<file path="src/rtl/catrec_pkg.sv">
package catrec_pkg;

    typedef enum logic [0:0] {
        ST_IDLE  = 1'b0,
        ST_ISSUE = 1'b1
    } issue_state_e;

endpackage

</file>
<file path="src/rtl/catrec_activity.sv">
module catrec_activity #(
    parameter int ACT_W  = 8,
    parameter int STEP   = 16,
    parameter int SHIFT  = 4,
    parameter int MID    = 128
) (
    input  logic             clk,
    input  logic             rst_n,
    input  logic             inc,
    input  logic             decay,
    input  logic             load,
    output logic [ACT_W-1:0] act
);

    localparam logic [ACT_W:0]   STEP_EXT = (ACT_W+1)'(STEP);
    localparam logic [ACT_W-1:0] ACT_MAX  = {ACT_W{1'b1}};
    localparam logic [ACT_W-1:0] ACT_MID  = ACT_W'(MID);

    logic [ACT_W:0]   sum_ext;
    logic [ACT_W-1:0] inc_val;
    logic [ACT_W-1:0] leak_val;
    logic [ACT_W-1:0] act_next;

    // saturating increment
    always_comb begin
        sum_ext = {1'b0, act} + STEP_EXT;
        inc_val = sum_ext[ACT_W] ? ACT_MAX : sum_ext[ACT_W-1:0];
    end

    // proportional leak
    always_comb begin
        leak_val = act - (act >> SHIFT);
    end

    // load beats R2 win beats R3 decay
    always_comb begin
        if (load) begin
            act_next = ACT_MID;
        end else if (inc) begin
            act_next = inc_val;
        end else if (decay) begin
            act_next = leak_val;
        end else begin
            act_next = act;
        end
    end

    always_ff @(posedge clk or negedge rst_n) begin
        if (!rst_n) begin
            act <= '0;
        end else begin
            act <= act_next;
        end
    end

    assert_win_no_drop_R2: assert property (@(posedge clk) disable iff (!rst_n)
        (inc && !load) |=> (act >= $past(act)));

    assert_decay_no_rise_R3: assert property (@(posedge clk) disable iff (!rst_n)
        (decay && !inc && !load) |=> (act <= $past(act)));

endmodule

</file>
<file path="src/rtl/catrec_first.sv">
module catrec_first #(
    parameter int N_ROWS = 8
) (
    input  logic [N_ROWS-1:0] mask,
    output logic [N_ROWS-1:0] first_oh,
    output logic              any_set
);

    always_comb begin
        first_oh = '0;
        for (int i = N_ROWS - 1; i >= 0; i--) begin
            if (mask[i]) begin
                first_oh = '0;
                first_oh[i] = 1'b1;
            end
        end
        any_set = |mask;
    end

endmodule

</file>
<file path="src/rtl/catrec_minsel.sv">
module catrec_minsel #(
    parameter int N_ROWS = 8,
    parameter int ACT_W  = 8
) (
    input  logic [N_ROWS*ACT_W-1:0] act_flat,
    output logic [N_ROWS-1:0]       min_oh
);

    localparam int IDX_W = (N_ROWS > 1) ? $clog2(N_ROWS) : 1;

    logic [ACT_W-1:0] best_val;
    logic [IDX_W-1:0] best_idx;

    // strict less-than keeps the lowest index on ties
    always_comb begin
        best_val = act_flat[ACT_W-1:0];
        best_idx = '0;
        for (int i = 1; i < N_ROWS; i++) begin
            if (act_flat[i*ACT_W +: ACT_W] < best_val) begin
                best_val = act_flat[i*ACT_W +: ACT_W];
                best_idx = IDX_W'(i);
            end
        end
        min_oh = '0;
        min_oh[best_idx] = 1'b1;
    end

endmodule

</file>
<file path="src/rtl/catrec_top.sv">
module catrec_top
    import catrec_pkg::*;
#(
    parameter int N_ROWS = 8,
    parameter int ACT_W  = 8,
    parameter int STEP   = 16,
    parameter int SHIFT  = 4,
    parameter int MID    = 128
) (
    input  logic              clk,
    input  logic              rst_n,
    input  logic [N_ROWS-1:0] win_onehot,
    input  logic              decay_tick,
    input  logic              no_match,
    input  logic              recode_en,
    input  logic [N_ROWS-1:0] unused_mask,
    output logic [N_ROWS-1:0] recode_row,
    output logic              recode_valid
);

    issue_state_e state_q, state_d;

    logic [N_ROWS*ACT_W-1:0] act_flat;
    logic [N_ROWS-1:0]       free_oh;
    logic                    free_any;
    logic [N_ROWS-1:0]       min_oh;
    logic [N_ROWS-1:0]       sel_oh;
    logic                    sel_found;
    logic                    take;
    logic [N_ROWS-1:0]       load_vec;
    logic [N_ROWS-1:0]       row_q;

    genvar g;
    generate
        for (g = 0; g < N_ROWS; g++) begin : g_row
            catrec_activity #(
                .ACT_W (ACT_W),
                .STEP  (STEP),
                .SHIFT (SHIFT),
                .MID   (MID)
            ) act_i (
                .clk   (clk),
                .rst_n (rst_n),
                .inc   (win_onehot[g]),
                .decay (decay_tick),
                .load  (load_vec[g]),
                .act   (act_flat[g*ACT_W +: ACT_W])
            );
        end
    endgenerate

    catrec_first #(.N_ROWS(N_ROWS)) first_i (
        .mask     (unused_mask),
        .first_oh (free_oh),
        .any_set  (free_any)
    );

    catrec_minsel #(.N_ROWS(N_ROWS), .ACT_W(ACT_W)) minsel_i (
        .act_flat (act_flat),
        .min_oh   (min_oh)
    );

    // free row first, R5 least-used when allowed, R6 nothing otherwise
    always_comb begin
        sel_found = free_any | recode_en;
        if (free_any) begin
            sel_oh = free_oh;
        end else if (recode_en) begin
            sel_oh = min_oh;
        end else begin
            sel_oh = '0;
        end
        take     = no_match && sel_found;
        load_vec = take ? sel_oh : '0;
    end

    // next-state logic: IDLE_TO_ISSUE, ISSUE_TO_ISSUE, ISSUE_TO_IDLE
    always_comb begin
        state_d = state_q;
        unique case (state_q)
            ST_IDLE:  state_d = take ? ST_ISSUE : ST_IDLE;
            ST_ISSUE: state_d = take ? ST_ISSUE : ST_IDLE;
            default:  state_d = ST_IDLE;
        endcase
    end

    // state register
    always_ff @(posedge clk or negedge rst_n) begin
        if (!rst_n) begin
            state_q <= ST_IDLE;
        end else begin
            state_q <= state_d;
        end
    end

    // output register
    always_ff @(posedge clk or negedge rst_n) begin
        if (!rst_n) begin
            row_q <= '0;
        end else begin
            row_q <= take ? sel_oh : '0;
        end
    end

    assign recode_row   = row_q;
    assign recode_valid = (state_q == ST_ISSUE);

    assert_grant_after_nomatch_R8: assert property (@(posedge clk) disable iff (!rst_n)
        recode_valid |-> $past(no_match));

    assert_grant_onehot_R9: assert property (@(posedge clk) disable iff (!rst_n)
        recode_valid |-> ($countones(recode_row) == 1));

    assert_idle_row_zero_R9: assert property (@(posedge clk) disable iff (!rst_n)
        !recode_valid |-> (recode_row == '0));

    assert_free_row_first_R4: assert property (@(posedge clk) disable iff (!rst_n)
        (recode_valid && $past(|unused_mask)) |-> ((recode_row & $past(unused_mask)) != '0));

    assert_replace_needs_enable_R6: assert property (@(posedge clk) disable iff (!rst_n)
        (recode_valid && !$past(|unused_mask)) |-> $past(recode_en));

endmodule

</file>
<file path="config.mk">
export PLATFORM = sky130hd
export DESIGN_NAME = catrec_top
export DESIGN_NICKNAME = d
export VERILOG_FILES = /design/src/rtl/catrec_pkg.sv /design/src/rtl/catrec_activity.sv /design/src/rtl/catrec_first.sv /design/src/rtl/catrec_minsel.sv /design/src/rtl/catrec_top.sv
export SDC_FILE = /design/constraint.sdc
export NUM_CORES = 1
export LEC_CHECK = 0
export ABC_AREA = 0
export CAP_MARGIN = 20
export CORE_ASPECT_RATIO = 1.5
export CORE_MARGIN = 5
export CORE_UTILIZATION = 57
export CTS_BUF_LIST = sky130_fd_sc_hd__clkbuf_8 sky130_fd_sc_hd__clkbuf_16
export DETAILED_ROUTE_END_ITERATION = 7
export PLACE_DENSITY = 0.89
export SLEW_MARGIN = 5
export SYNTH_ARGS = -nofsm -noshare
export SYNTH_HDL_FRONTEND = slang
export SYNTH_SLANG_ARGS = --single-unit
</file>
<file path="constraint.sdc">
create_clock -name clk -period 13.2 [get_ports clk]
set_input_delay 1.98 -clock clk [delete_from_list [all_inputs] [get_ports clk]]
set_output_delay 1.98 -clock clk [all_outputs]
set_load 0.05 [all_outputs]
</file>
== Yosys cells after proc, flatten, opt, wreduce, memory -nomap -nowiden ==
Cells that the tools add are included.
W data, S select, Z words.

* Logic and storage cells: 106
* Output and inout port bits: 9
* Input bits: 21
* Flip-flop bits (word level): 73

* Muxes and demuxes: 59
* $lt $le $gt $ge: 9
* Bitwise logic cells: 1
* $add $sub $neg: 16
* Reduce and logical (&&, ||, !) cells: 11

{| class="wikitable"
|+ Operators by type and width
! kind !! count
|-
| $mux W8 || 49
|-
| $add A8 B5 Y9 const B || 8
|-
| $sub A8 B4 Y8 || 8
|-
| $lt A8 B8 Y1 || 7
|-
| $reduce_bool A3 Y1 || 8
|-
| $mux W3 || 4
|-
| $reduce_or A8 Y1 || 1
|-
| $lt A3 B4 Y1 const B || 1
|-
| $mux W2 || 2
|-
| $demux W1 S3 || 1
|-
| $ge A3 B1 Y1 const B || 1
|-
| $mux W1 || 3
|-
| $logic_and A1 B1 Y1 || 2
|-
| $or A1 B1 Y1 || 1
|}

== Longest topological paths before layout ==
Gate-level depths: netlist of run 1.

* Depth in word-level cells: 22
* Depth in mapped cells: 74
* Gate-level depth less buffers: 66

== Hierarchy ==
A second synthesis of run 1 with hierarchy kept.

* Cells, all modules: 995
* Area total of the unflattened synthesis: 7998.9 µm²

{| class="wikitable"
|+ Modules (own cells, without submodules)
! module !! area each (µm²) !! instances !! cells each
|-
| catrec_activity || 651.9 || 8 || 80
|-
| catrec_minsel || 2284.7 || 1 || 305
|-
| catrec_top || 397.9 || 1 || 38
|-
| catrec_first || 101.3 || 1 || 12
|}

== Worst setup path after synthesis of run 1 ==
Ideal clock, no wire load.

* Path kind: flip-flop to flip-flop
* Start: register g_row[0].act_i.act[1]
* End: register g_row[2].act_i.act[0]
* Path slack: -0.518 ns
* Required time: 13.052 ns
* Cell stages (with the launch flop): 73
* Buffers on the path: 8
* Clock period less this slack: 13.718 ns
* Arrival: 13.570 ns
* Library setup time: 0.148 ns
* Cells stage by stage: dfrtp_1 -> inv_1 -> ha_1 -> a2111oi_4 -> o21a_4 -> buf_4 -> clkbuf_1 -> nor2_1 -> a21oi_1 -> ha_1 -> and4_1 -> a221oi_4 -> o41ai_2 -> o32ai_4 -> clkbuf_1 -> nand2_1 -> o21ai_0 -> inv_1 -> [37 not listed] -> nor2b_1 -> o21ai_0 -> nand2_1 -> a31o_2 -> or2_2 -> clkbuf_1 -> nand2_1 -> o21ai_0 -> ha_1 -> a21o_1 -> a21o_1 -> a21oi_1 -> nor2b_1 -> nand2b_1 -> a2111o_1 -> nor3_1 -> nor4b_4 -> a2111oi_0

* Longest elaborated chain between the ends: 22
* Elaborated cells between the ends (all ways): 30
* Classes of those cells: order compare (9); mux (19); reduce/logical (2)

{| class="wikitable"
|+ RTL lines
! item !! line !! RTL
|-
| start: declaration || catrec_activity.sv:12 || <nowiki>output logic [ACT_W-1:0] act</nowiki>
|-
| start signal: assignment || catrec_activity.sv:52 || <nowiki>act <= act_next;</nowiki>
|-
| $lt A8 B8 Y1 || catrec_minsel.sv:19 || <nowiki>if (act_flat[i*ACT_W +: ACT_W] < best_val) begin</nowiki>
|-
| $mux W8 || catrec_minsel.sv:19 ||
|-
| $lt A8 B8 Y1 || catrec_minsel.sv:19 ||
|-
| $mux W8 || catrec_minsel.sv:19 ||
|-
| $lt A8 B8 Y1 || catrec_minsel.sv:19 ||
|-
| $mux W8 || catrec_minsel.sv:19 ||
|-
| $lt A8 B8 Y1 || catrec_minsel.sv:19 ||
|-
| $mux W8 || catrec_minsel.sv:19 ||
|-
| [6 not listed] || n/a ||
|-
| $lt A3 B4 Y1 (not written as such) or $ge A3 B1 Y1 (tied branches) || catrec_minsel.sv:25 || <nowiki>min_oh[best_idx] = 1'b1;</nowiki>
|-
| $logic_and A1 B1 Y1 (not written as such) || catrec_minsel.sv:25 ||
|-
| $mux W1 (not written as such) || catrec_minsel.sv:25 ||
|-
| $demux W1 S3 (*) || n/a ||
|-
| $mux W8 (*) || catrec_top.sv:68 || <nowiki>end else if (recode_en) begin</nowiki>
|-
| $mux W8 (*) || catrec_top.sv:66 || <nowiki>if (free_any) begin</nowiki>
|-
| $mux W8 (*) || catrec_top.sv:74 || <nowiki>load_vec = take ? sel_oh : '0;</nowiki>
|-
| $reduce_bool A3 Y1 (no line) or $mux W8 (tied branches) || n/a ||
|-
| end signal: assignment || catrec_activity.sv:52 ||
|-
| end: declaration || catrec_activity.sv:12 ||
|}

Mark *: on every way between the ends. The rest lies on a longest branch, timed or not.
A chain may end at the register's enable or synchronous reset.

== Worst setup path after layout of run 1 ==
* Start: register g_row[0].act_i.act[2]
* End: register g_row[3].act_i.act[7]

* Longest elaborated chain between the ends: 22
* Elaborated cells between the ends (all ways): 30
* Classes of those cells: order compare (9); mux (19); reduce/logical (2)

{| class="wikitable"
|+ RTL lines
! item !! line
|-
| $lt A8 B8 Y1 || catrec_minsel.sv:19
|-
| $mux W8 || catrec_minsel.sv:19
|-
| $lt A8 B8 Y1 || catrec_minsel.sv:19
|-
| $mux W8 || catrec_minsel.sv:19
|-
| $lt A8 B8 Y1 || catrec_minsel.sv:19
|-
| $mux W8 || catrec_minsel.sv:19
|-
| $lt A8 B8 Y1 || catrec_minsel.sv:19
|-
| $mux W8 || catrec_minsel.sv:19
|-
| [6 not listed] || n/a
|-
| $lt A3 B4 Y1 (not written as such) or $ge A3 B1 Y1 (tied branches) || catrec_minsel.sv:25
|-
| $logic_and A1 B1 Y1 (not written as such) || catrec_minsel.sv:25
|-
| $mux W1 (not written as such) || catrec_minsel.sv:25
|-
| $demux W1 S3 (*) || n/a
|-
| $mux W8 (*) || catrec_top.sv:68
|-
| $mux W8 (*) || catrec_top.sv:66
|-
| $mux W8 (*) || catrec_top.sv:74
|-
| $reduce_bool A3 Y1 (no line) or $mux W8 (tied branches) || n/a
|-
| end signal: assignment || catrec_activity.sv:52
|-
| end: declaration || catrec_activity.sv:12
|}

Marked as above.

==> impl_metrics.sql, run 1 <==
INSERT INTO impl_metrics (metric_group, metric, value, unit) VALUES
('die', 'floorplan.die.height', '151', 'um'),
('setup_path', 'dominant_delay_contributor_by_cell_family_on_the_critical_path', 'compound AO/OA/AOI/OAI gates', ''),
('global_route', 'all_layer_global_routing_usage', '26.6', '%'),
('setup_path', 'timing.rr.end', 'g_row[3].act_i.act[7]', ''),
('die', 'core-area', '13000', 'um^2'),
('layout', 'final_nets', '1132', ''),
('worst_hold_path', 'timing.hold.worst_endpoint', 'g_row[0].act_i.act[1]', ''),
('global_route', 'globalRouteMet3Util', '3.65', '%'),
('sta', 'setup_violations', '11', ''),
('layout', 'syn2layout_area_growth', '21.8', '%'),
('global_route', 'grt_pass1_wl', '34500', 'um'),
('sta', 'timing.final.max_slew_violations', '0', ''),
('setup_path', 'slowest_stage', 'sky130_fd_sc_hd__or3b_2', ''),
('outcome', 'outcome', 'finished with violations', ''),
('outcome', 'failing_checks', 'negative setup slack', ''),
('sta', 'max_slew_margin', '35.3', '%'),
('setup_path', 'reg2regPathDepth', '64', ''),
('worst_hold_path', 'hold_path.class', 'flop to flop', ''),
('sta', 'worstMarginPinSlew', '970', 'ps'),
('layout', 'antennaDiodeCount', '0', ''),
('sta', 'timing.hold.ws', '598', 'ps'),
('sta', 'period_share', '101', '%'),
('placed_design', 'placed_cells', '1123', ''),
('global_route', 'global_route.peak_usage_layer', 'met2', ''),
('routing', 'detail_route.wirelength', '24500', 'um'),
('global_route', 'gr-usage-met2', '48.4', '%'),
('global_route', 'global_route.overflow_total', '0', ''),
('synthesis', 'post_synth_instance_area', '7520', 'um^2'),
('global_route', 'grt_antenna_before_repair', '0', ''),
('cts', 'count_of_clock_tree_sinks', '73', ''),
('cts', 'cts_made_buffers', '9', ''),
('setup_path', 'slowest_delay', '440', 'ps'),
('setup_path', 'worstSetupStartpoint', 'g_row[0].act_i.act[2]', ''),
('run', 'timing.max_cap.violations', '0', ''),
('routing', 'drt_first_pass_iters', '8', ''),
('setup_path', 'crit_path_cell_count', '64', ''),
('setup_path', 'cp-end-kind', 'flop', ''),
('die', 'dieArea', '15600', 'um^2'),
('layout', 'layout.cells.non_filler', '1178', ''),
('cts', 'clock_path_buffers', '2', ''),
('cts', 'clkLatencyLatePin', '350', 'ps'),
('setup_path', 'timing.critical_path.required', '13490', 'ps'),
('setup_path', 'cp-start-kind', 'flop', ''),
('sta', 'final.setup.worst_slack', '-135', 'ps'),
('synthesis', 'syn-num-nets', '1050', ''),
('die', 'initial_core_util', '58.1', '%'),
('routing', 'final_antenna_net_count', '0', ''),
('synthesis', 'synth.distinct_cells', '83', ''),
('worst_hold_path', 'worst_hold_startpoint', 'g_row[0].act_i.act[1]', ''),
('placed_design', 'port_buffers', '29', ''),
('synthesis', 'post_synth_main_area_contributors', 'sky130_fd_sc_hd__dfrtp_1 (24%), sky130_fd_sc_hd__ha_1 (15%), sky130_fd_sc_hd__o21ai_0 (4.7%), sky130_fd_sc_hd__nand2_1 (4.4%), sky130_fd_sc_hd__inv_1 (4.3%)', ''),
('die', 'die_w', '104', 'um'),
('setup_path', 'critPathBufInv', '10', ''),
('cts', 'cts_tree', 'done', ''),
('setup_path', 'worstPathMaxFanout', '13', ''),
('setup_path', 'worst-setup-path-type', 'flop to flop', ''),
('sta', 'final-hold-violation-count', '0', ''),
('synthesis', 'post-synth-top-area-cell', 'sky130_fd_sc_hd__dfrtp_1', ''),
('sta', 'skew', '6.52', 'ps'),
('synthesis', 'postSynthRegisterBits', '73', ''),
('sta', 'timing.fmax', '75.0', 'MHz'),
('die', 'placementRows', '51', ''),
('routing', 'drt-wirelength-per-cell', '20.8', 'um'),
('routing', 'via_per_inst', '6.88', ''),
('placed_design', 'finalWeightedCongestion', '0.950', ''),
('placed_design', 'dp_hpwl', '15200', 'um'),
('synthesis', 'synthesis.area_per_instance', '8.07', 'um^2'),
('setup_path', 'reg2reg_from', 'g_row[0].act_i.act[2]', ''),
('setup_path', 'r2r_setup_slack', '-140', 'ps'),
('synthesis', 'number_of_flops_mapped_to_enable_cells_by_yosys', '0', ''),
('synthesis', 'netlist_instances', '932', '');
[state kept, by name (all words and copies together) (netlist names)]
name / cells
g_row.act_i.act: 64
recode_row: 8
recode_valid: 1
[cells in the final DEF (no fill, tap or decap), types with 28 or more instances in the layout]
cell type / count
sky130_fd_sc_hd__a21o_1: 32
sky130_fd_sc_hd__nor2_1: 81
sky130_fd_sc_hd__inv_1: 81
sky130_fd_sc_hd__nand2_1: 85
sky130_fd_sc_hd__a21oi_1: 47
sky130_fd_sc_hd__clkdlybuf4s50_1: 28
sky130_fd_sc_hd__dfrtp_1: 72
sky130_fd_sc_hd__o21ai_0: 53
sky130_fd_sc_hd__buf_4: 61
sky130_fd_sc_hd__ha_1: 77
[timing repair]
item | 4_1_cts | 5_1_grt
gates resized for setup | 19 | 91
endpoints found under the setup margin | 62 | 72
cloned | 0 | 2
buffers inserted | 4 | 33
pin swaps | 3 | 43
[metal layers]
| layer | wire length [um] | part of all wire (%) |
|---|---|---|
| met5 | 0 | 0 |
| met4 | 1870 | 7.6 |
| met3 | 2040 | 8.3 |
| met2 | 12200 | 50 |
| met1 | 8420 | 34 |
[how the worst max path moves through the flow]
stage / to / slack, ps
floorplan: g_row[2].act_i.act[0] / 8
global placement: g_row[2].act_i.act[0] / -70
detailed placement: g_row[3].act_i.act[0] / -440
CTS: g_row[2].act_i.act[6] / 6
global route: g_row[3].act_i.act[7] / -620
finish: g_row[3].act_i.act[7] / -140
[cell families (layout without fill, tap and decap cells)]
kind of cell    count (synthesis)  after routing  share of synthesized area [%]
simple gates                  316            316                           20.4
compound gates                285            286                           26.5
buf+inv                       113            199                           5.85
fa+ha+maj                     100            100                           17.3
flops                          73             73                           24.3
xor+xnor                       24             24                           2.79
mux                            21             21                           2.86
[worst min-delay path: cells and delay by family (launching register included)]
kind	cells	cell delay [ps]
DFF	1	380
buffers and inverters	1	90
AOI/OAI and AO/OA	1	70
[per-stage QoR]
stage / cell area (um^2) / setup TNS [ps] / util, % / setup slack (ps)
after global routing: 9160 / -24290 / 70.7 / -618
after global placement: 8140 / -545 / 62.8 / -71.4
final: 9160 / -1070 / 70.7 / -135
after CTS: 8550 / 0 / 66.0 / 6.25
after detailed placement: 8140 / -7230 / 62.8 / -435
after floorplan: 7580 / 0 / - / 7.90
[area by class of cell]
| cell class | count | area (um^2) |
|---|---|---|
| Clock buffer | 9 | 225 |
| Fill cell | 872 | 3790 |
| Sequential cell | 73 | 1830 |
| Inverter | 89 | 334 |
| Clock inverter | 7 | 111 |
| Tap cell | 159 | 199 |
| Timing Repair Buffer | 94 | 788 |
| Multi-Input combinational cell | 747 | 5680 |
Power of run 1 is not shown: default switching activity piles up to over one toggle a cycle in this logic, so the estimate is an artifact.
==> run 2, diff against run 1 <==
--- a/config.mk
+++ b/config.mk
@@ -6,14 +6,13 @@
 export NUM_CORES = 1
 export LEC_CHECK = 0
 export ABC_AREA = 0
-export CAP_MARGIN = 20
 export CORE_ASPECT_RATIO = 1.5
 export CORE_MARGIN = 5
 export CORE_UTILIZATION = 57
 export CTS_BUF_LIST = sky130_fd_sc_hd__clkbuf_8 sky130_fd_sc_hd__clkbuf_16
+export CTS_CLUSTER_SIZE = 40
 export DETAILED_ROUTE_END_ITERATION = 7
 export PLACE_DENSITY = 0.89
-export SLEW_MARGIN = 5
 export SYNTH_ARGS = -nofsm -noshare
 export SYNTH_HDL_FRONTEND = slang
 export SYNTH_SLANG_ARGS = --single-unit
==> results of run 2 <==
Final layout, timing and power as in run 1 (identical DEF).
Power of run 2 is left out for the same reason.
